`src/rtl/shaperPkg.sv`:
```
package shaperPkg;

  typedef enum logic [1:0] {
    MODE_ASK     = 2'b00,
    MODE_FSK     = 2'b01,
    MODE_PSK_CHG = 2'b10,
    MODE_PSK_ONE = 2'b11
  } modeE;

  // strobes from control to datapath, valid in the tick cycle
  typedef struct packed {
    logic advance;   // a carrier tick is present
    logic restart;   // this tick opens a new bit
    logic invert;    // PSK: hold level to shift phase
    logic level;     // bit level in force for this tick
    modeE mode;      // mode in force for this tick
  } ctlBusT;

endpackage

```
`src/rtl/shaperCtrl.sv`:
```
module shaperCtrl
  import shaperPkg::*;
(
  input  logic       clk,
  input  logic       rstN,
  input  logic       carrierTick,
  input  logic       bitStrobe,
  input  logic       encLevel,
  input  logic [1:0] modeSel,
  output ctlBusT     ctlBus
);

  modeE curMode;
  logic curLevel;     // level of the bit being sent (previous bit at a strobe)
  logic atBoundary;
  modeE newMode;
  logic invertNow;

  assign atBoundary = carrierTick & bitStrobe;
  assign newMode    = modeE'(modeSel);

  always_comb begin
    invertNow = 1'b0;
    if (atBoundary) begin
      unique case (newMode)
        MODE_PSK_CHG: invertNow = (encLevel != curLevel);
        MODE_PSK_ONE: invertNow = encLevel;
        default:      invertNow = 1'b0;
      endcase
    end
  end

  always_ff @(posedge clk or negedge rstN) begin
    if (!rstN) begin
      curMode  <= MODE_ASK;
      curLevel <= 1'b0;
    end else if (atBoundary) begin
      curMode  <= newMode;
      curLevel <= encLevel;
    end
  end

  always_comb begin
    ctlBus.advance = carrierTick;
    ctlBus.restart = atBoundary;
    ctlBus.invert  = invertNow;
    ctlBus.level   = atBoundary ? encLevel : curLevel;
    ctlBus.mode    = atBoundary ? newMode  : curMode;
  end

endmodule

```
`src/rtl/shaperData.sv`:
```
module shaperData
  import shaperPkg::*;
#(
  parameter int ONE_GROUP  = 10,
  parameter int ZERO_GROUP = 8
) (
  input  logic   clk,
  input  logic   rstN,
  input  ctlBusT ctlBus,
  output logic   ampOut
);

  localparam int MAX_GROUP = (ONE_GROUP > ZERO_GROUP) ? ONE_GROUP : ZERO_GROUP;
  localparam int CNT_W     = $clog2(MAX_GROUP);
  localparam int GROUP_LEN [2] = '{ZERO_GROUP, ONE_GROUP};

  logic [CNT_W-1:0] lastOf [2];
  logic [CNT_W-1:0] halfOf [2];

  for (genvar g = 0; g < 2; g++) begin : gSize
    assign lastOf[g] = CNT_W'(GROUP_LEN[g] - 1);
    assign halfOf[g] = CNT_W'(GROUP_LEN[g] / 2);
  end

  logic [CNT_W-1:0] grpCnt;
  logic [CNT_W-1:0] nextIdx;
  logic             nextAmp;
  logic             sel;

  assign sel = ctlBus.level;

  always_comb begin
    if (ctlBus.restart)                nextIdx = '0;
    else if (grpCnt >= lastOf[sel])    nextIdx = '0;
    else                               nextIdx = grpCnt + 1'b1;
  end

  always_comb begin
    unique case (ctlBus.mode)
      MODE_ASK: nextAmp = ctlBus.level;
      MODE_FSK: nextAmp = (nextIdx < halfOf[sel]);
      default:  nextAmp = ctlBus.invert ? ampOut : ~ampOut;
    endcase
  end

  always_ff @(posedge clk or negedge rstN) begin
    if (!rstN) begin
      grpCnt <= '0;
      ampOut <= 1'b0;
    end else if (ctlBus.advance) begin
      grpCnt <= nextIdx;
      ampOut <= nextAmp;
    end
  end

endmodule

```
`src/rtl/carrierModShaper.sv`:
```
module carrierModShaper
  import shaperPkg::*;
#(
  parameter int ONE_GROUP  = 10,
  parameter int ZERO_GROUP = 8
) (
  input  logic       clk,
  input  logic       rstN,
  input  logic       carrierTick,
  input  logic       bitStrobe,
  input  logic       encLevel,
  input  logic [1:0] modeSel,
  output logic       ampOut
);

  ctlBusT ctlBus;

  shaperCtrl ctl (
    .clk        (clk),
    .rstN       (rstN),
    .carrierTick(carrierTick),
    .bitStrobe  (bitStrobe),
    .encLevel   (encLevel),
    .modeSel    (modeSel),
    .ctlBus     (ctlBus)
  );

  shaperData #(
    .ONE_GROUP (ONE_GROUP),
    .ZERO_GROUP(ZERO_GROUP)
  ) dp (
    .clk   (clk),
    .rstN  (rstN),
    .ctlBus(ctlBus),
    .ampOut(ampOut)
  );

endmodule

```
`config.mk`:
```
export PLATFORM = sky130hd
export DESIGN_NAME = carrierModShaper
export DESIGN_NICKNAME = d
export VERILOG_FILES = /design/src/rtl/shaperPkg.sv /design/src/rtl/shaperCtrl.sv /design/src/rtl/shaperData.sv /design/src/rtl/carrierModShaper.sv
export SDC_FILE = /design/constraint.sdc
export NUM_CORES = 1
export LEC_CHECK = 0
export BUFFER_PORTS_ARGS = -buffer_cell sky130_fd_sc_hd__buf_2
export CAP_MARGIN = 10
export CORE_AREA = 2 2 39 41
export CTS_CLUSTER_DIAMETER = 200
export DETAILED_ROUTE_END_ITERATION = 12
export DIE_AREA = 0 0 41 43
export PLACE_DENSITY = 0.6
export SLEW_MARGIN = 5
export SYNTH_ARGS = -nofsm -noshare
export SYNTH_HDL_FRONTEND = slang
export SYNTH_SLANG_ARGS = --single-unit
export TNS_END_PERCENT = 100
```
`constraint.sdc`:
```
create_clock -name clk -period 2.55 [get_ports clk]
set_input_delay 0.1275 -clock clk [delete_from_list [all_inputs] [get_ports clk]]
set_output_delay 0.1275 -clock clk [all_outputs]
set_load 0.005 [all_outputs]
```
# Yosys cells after proc, flatten, opt, wreduce, memory -nomap -nowiden
# Cells that the tools add are included.
# op_classes
bitwise,3
reduce_logical,2
n_eq_ne,5
magnitude_cmp,3
add_sub_neg,1
mux,14
# ops
cell,n
4-bit 2-to-1 mux,7
"4-bit by 1-bit adder with 4-bit output, second input constant",1
"2-bit equality test, second input constant",2
4-bit >= comparator,1
4-bit < comparator,1
1-bit 2-to-1 mux,4
1-bit case mux with 2 select lines,2
"3-bit by 1-bit inequality test with 1-bit output, second input constant",1
"2-bit by 1-bit equality test with 1-bit output, second input constant",1
"2-bit >= comparator, second input constant",1
2-bit logical NOT,1
2-bit 2-to-1 mux,1
1-bit NOT with 2-bit output,1
2-bit AND reduction,1
1-bit AND,1
1-bit inequality test,1
1-bit NOT,1
# word_totals
regBits,8
out_inout_bits,1
elab_cells,32
inputBits,7

# Depth between registers and ports, before layout
# depth
depth_word,11
depth_mapped,8
ltp_nobuf,8

# Modules after synthesis
# A second synthesis with hierarchy kept.
# hier_totals
hier_cells,59
hier_area_um2,573.0
# modules_own_cells
mod,instances,cells_per_inst,seq_area_each_um2,area_per_inst_um2
shaperData,1,43,125.1,404.1
shaperCtrl,1,16,75.1,168.9

# Worst setup path after synthesis
# OpenSTA, ideal clock, no wires.
# synth_timing
path_type,register -> register
start,register ctl.curLevel
end,register dp.grpCnt[2]
n_path_buf,0
required_time_ns,2.472
synth_period_minus_slack_ns,1.864
stages_incl_launch_ff,8
setup_time_ns,0.078
slack_ns,0.686
t_arrival_ns,1.786
cell_sequence,dfrtp_1 -> a21o_1 -> ha_1 -> nand3_1 -> a221oi_2 -> or3_4 -> or2_1 -> o2bb2ai_1
# synth_between
elab_chain_cells,8
# synth_lines
item,line_no,source
from (decl),shaperCtrl.sv:14,logic curLevel;
from (signal assigned),shaperCtrl.sv:39,curLevel <= encLevel;
1-bit 2-to-1 mux,shaperCtrl.sv:47,ctlBus.level = atBoundary ? encLevel : curLevel;
1-bit NOT with 2-bit output (implied by the code),shaperData.sv:34,else if (grpCnt >= lastOf[sel]) nextIdx = '0;
4-bit 2-to-1 mux (implied by the code) (3 in a row),shaperData.sv:34,
4-bit >= comparator,shaperData.sv:34,
4-bit 2-to-1 mux,shaperData.sv:34,
4-bit 2-to-1 mux,shaperData.sv:33,if (ctlBus.restart) nextIdx = '0;
to (signal assigned),shaperData.sv:51,grpCnt <= nextIdx;
to (decl),shaperData.sv:25,logic [CNT_W-1:0] grpCnt;
# No other way between the ends. The select of a mux whose other input is x is not followed.
# A chain may end at the register's enable or synchronous reset.

# Worst setup path after layout
# Same ends and word-level chain as after synthesis.

==> flow_summary.json <==
{
  "status": "complete, no violations",
  "rows": 14,
  "power.total_mw": 0.4731,
  "seq_area_um2": 200.2,
  "syn_area_per_cell_um2": 9.794,
  "max_stage_delay_ns": 0.46,
  "finalMaxSlewViolations": 0,
  "setup.worst_path.end_class": "register",
  "antennaDiodeCount": 0,
  "totalWireLength_um": 1101,
  "via_per_inst": 5.583,
  "grt_max_degree": 13,
  "cap_viol_max_count": 0,
  "worstPathArrival_ns": 2.18,
  "ioPinCount": 8,
  "power.density_nw_per_um2": 725.8,
  "r2r_cells": 7,
  "fin_hold_ws_ns": 0.1522,
  "place_area_um2": 619.3,
  "syn-num-nets": 67,
  "cts_resized": 0,
  "cts_buffer_depth": 2,
  "clock-root-buffer": "clkbuf_4",
  "fin_crit_sh_pct": 78.07,
  "min_path_type": "primary input to register",
  "die_y_um": 43,
  "antenna_found_initial": 0,
  "portBuffers": 7,
  "cp_slowest_cell": "dfrtp_1",
  "clk_latency_ns": 0.26,
  "synth-seq-cells": 8,
  "dieWidth_um": 41,
  "layout-drive-gt1-share_pct": 25.00,
  "grt_pass1_wl_um": 1966,
  "path_clk_slew_ns": 0.06,
  "dp_hpwl_um": 865.5,
  "drc": 0,
  "hold_viol_final": 0,
  "fp.dieArea_um2": 1763,
  "tightestPinTransition_ns": 0.4009,
  "cts_tree": "built",
  "place_congestion": 0.8334,
  "grt_usage_pct": 17.16,
  "grt_overflow_total": 0,
  "multi_input_area_um2": 352.8,
  "p_leak_nw": 0.2859,
  "setup_viol": 0,
  "rsz0062_at_grt": "false",
  "required_ns": 2.74,
  "drt_pre_antenna_iters": 4,
  "route.top_layer_used": "met3",
  "start_util_pct": 41.05,
  "wl_met3_um": 43,
  "yosysSeqAreaShare_pct": 35.24,
  "area_growth_syn_to_layout_pct": 14.76,
  "whs_path_depth": 2,
  "syn_area_um2": 568.0,
  "crit_cells": 7,
  "grt_pass1_vias": 446,
  "htreeDepth": 1,
  "relSlewSlack_pct": 73.04,
  "nets": 79,
  "finish.instance_area_um2": 651.9,
  "synthCells": 58,
  "drt_iter0_markers": 4,
  "wl_per_cell_um": 13.11,
  "start_kind": "register",
  "cts_buffers": 3,
  "core_area_um2": 1384,
  "crit_buf_inv": 0,
  "max_freq_ghz": 0.5023,
  "vias": 469,
  "path_delay_family": "simple AND/OR/NAND/NOR gates",
  "drt-met1-wl_um": 564,
  "wl_met2_um": 493,
  "cp_max_fo": 8,
  "worstPathCellList": "a21o_1, ha_1, nand3_1, a221oi_2, or3_4, or2_1, o2bb2ai_1",
  "num-fill-cells": 149,
  "cts_setup_buffers": 0,
  "cts.sinks": 8,
  "period_needed_ns": 1.991,
  "tns_ns": 0,
  "yosys_warnings": 0,
  "postRouteAntennaNets": 0,
  "ys_types": 35,
  "fin_skew_ns": 0.01339,
  "path_class": "register to register",
  "ir_worst_vdd_mv": 0.3322
}
[sequential cells by signal, summed over array words and instances, names as in the netlist]
name,cells
ctl.curLevel,1
ctl.curMode,2
dp.ampOut,1
dp.grpCnt,4
[cells in the final DEF, fill, tap and decap left out, types with 2 or more instances in the layout]
cell / n
dfrtp_1: 8
buf_2: 7
nand2_1: 5
o21ai_0: 4
inv_1: 3
clkbuf_4: 3
a21o_1: 2
mux2_2: 2
nand3_1: 2
nand2b_1: 2
o2bb2ai_1: 2
xnor2_1: 2
ha_1: 2
[layout make-up]
| cell class | count | area share [%] |
|---|---|---|
| clock buffer | 3 | 3.455 |
| multi-input combinational | 46 | 54.13 |
| inverter | 3 | 1.727 |
| tap | 16 | 3.071 |
| sequential | 8 | 30.71 |
| timing repair buffer | 8 | 6.910 |
[per-layer routing]
layer | global-route usage (%) | up-vias
li1 | - | 244
met1 | 25.67 | 218
met2 | 21.25 | 7
met3 | 9.424 | 0
met4 | 4.000 | 0
met5 | 0 | -
[power by group]
group	internal, mW	total, mW	switching (mW)
sequential	0.160	0.204	0.0442
clock	0.0539	0.0972	0.0433
combinational	0.0904	0.172	0.0814
[cells by family (layout without fill, tap and decap cells)]
group	count (synthesis)	count (layout)	share of synthesized area [%]
AO/OA/AOI/OAI	19	19	26.65
AND/OR/NAND/NOR	19	19	20.27
flip-flops	8	8	35.24
multiplexers	4	4	7.709
buffers and inverters	4	14	2.642
adder cells (fa/ha/maj)	2	2	4.405
XOR/XNOR	2	2	3.084
[synth_stat cells, drive strengths merged]
library cell / count / area, um2
nand3b: 1 / 7.510
o21ai: 5 / 25.02
mux2: 3 / 33.78
o21bai: 1 / 7.510
o2111ai: 1 / 8.760
o2bb2ai: 2 / 17.52
nor2b: 1 / 6.260
o311a: 1 / 10.01
nand4b: 1 / 8.760
a21boi: 1 / 7.510
nand2: 6 / 25.03
dfrtp: 8 / 200.2
a221oi: 1 / 15.01
nor2: 1 / 3.750
clkbuf: 1 / 3.750
or2: 1 / 6.260
mux2i: 1 / 10.01
inv: 3 / 11.26
o41a: 1 / 11.26
and3: 2 / 17.52
o221ai: 1 / 8.760
a211oi: 1 / 7.510
ha: 2 / 25.02
a21o: 2 / 15.01
a21oi: 1 / 5.000
xnor2: 2 / 17.52
o211ai: 1 / 12.51
nand2b: 2 / 12.51
nand3: 2 / 10.01
or3: 2 / 17.52
[final timing paths]
check / endpoint / from / slack, ns
min reg2reg: ctl.curMode[0] / ctl.curMode[0] / 0.51
min in group asynchronous: dp.grpCnt[2] / rstN / 0.24
min: ctl.curMode[0] / modeSel[0] / 0.15
max in group asynchronous: dp.grpCnt[1] / rstN / 2.12
max reg2reg: dp.grpCnt[2] / ctl.curLevel / 0.56
max: dp.grpCnt[2] / ctl.curLevel / 0.56
[metrics by stage]
step | worst slack (ns) | instances | util (%)
finish | 0.5591 | 84 | 47.11
global route | 0.4602 | 84 | 47.11
CTS | 0.5563 | 84 | 47.11
detailed placement | 0.4690 | 80 | 44.76
global placement | 0.5032 | 80 | 44.76
floorplan | 0.6860 | 58 | -
[timing repair]
item                                   4_1_cts  5_1_grt
hold buffers                                 1        0
setup endpoints to repair                    0        0
endpoints found under the hold margin        8        0
No activity file was read; power rests on OpenSTA's default activity.
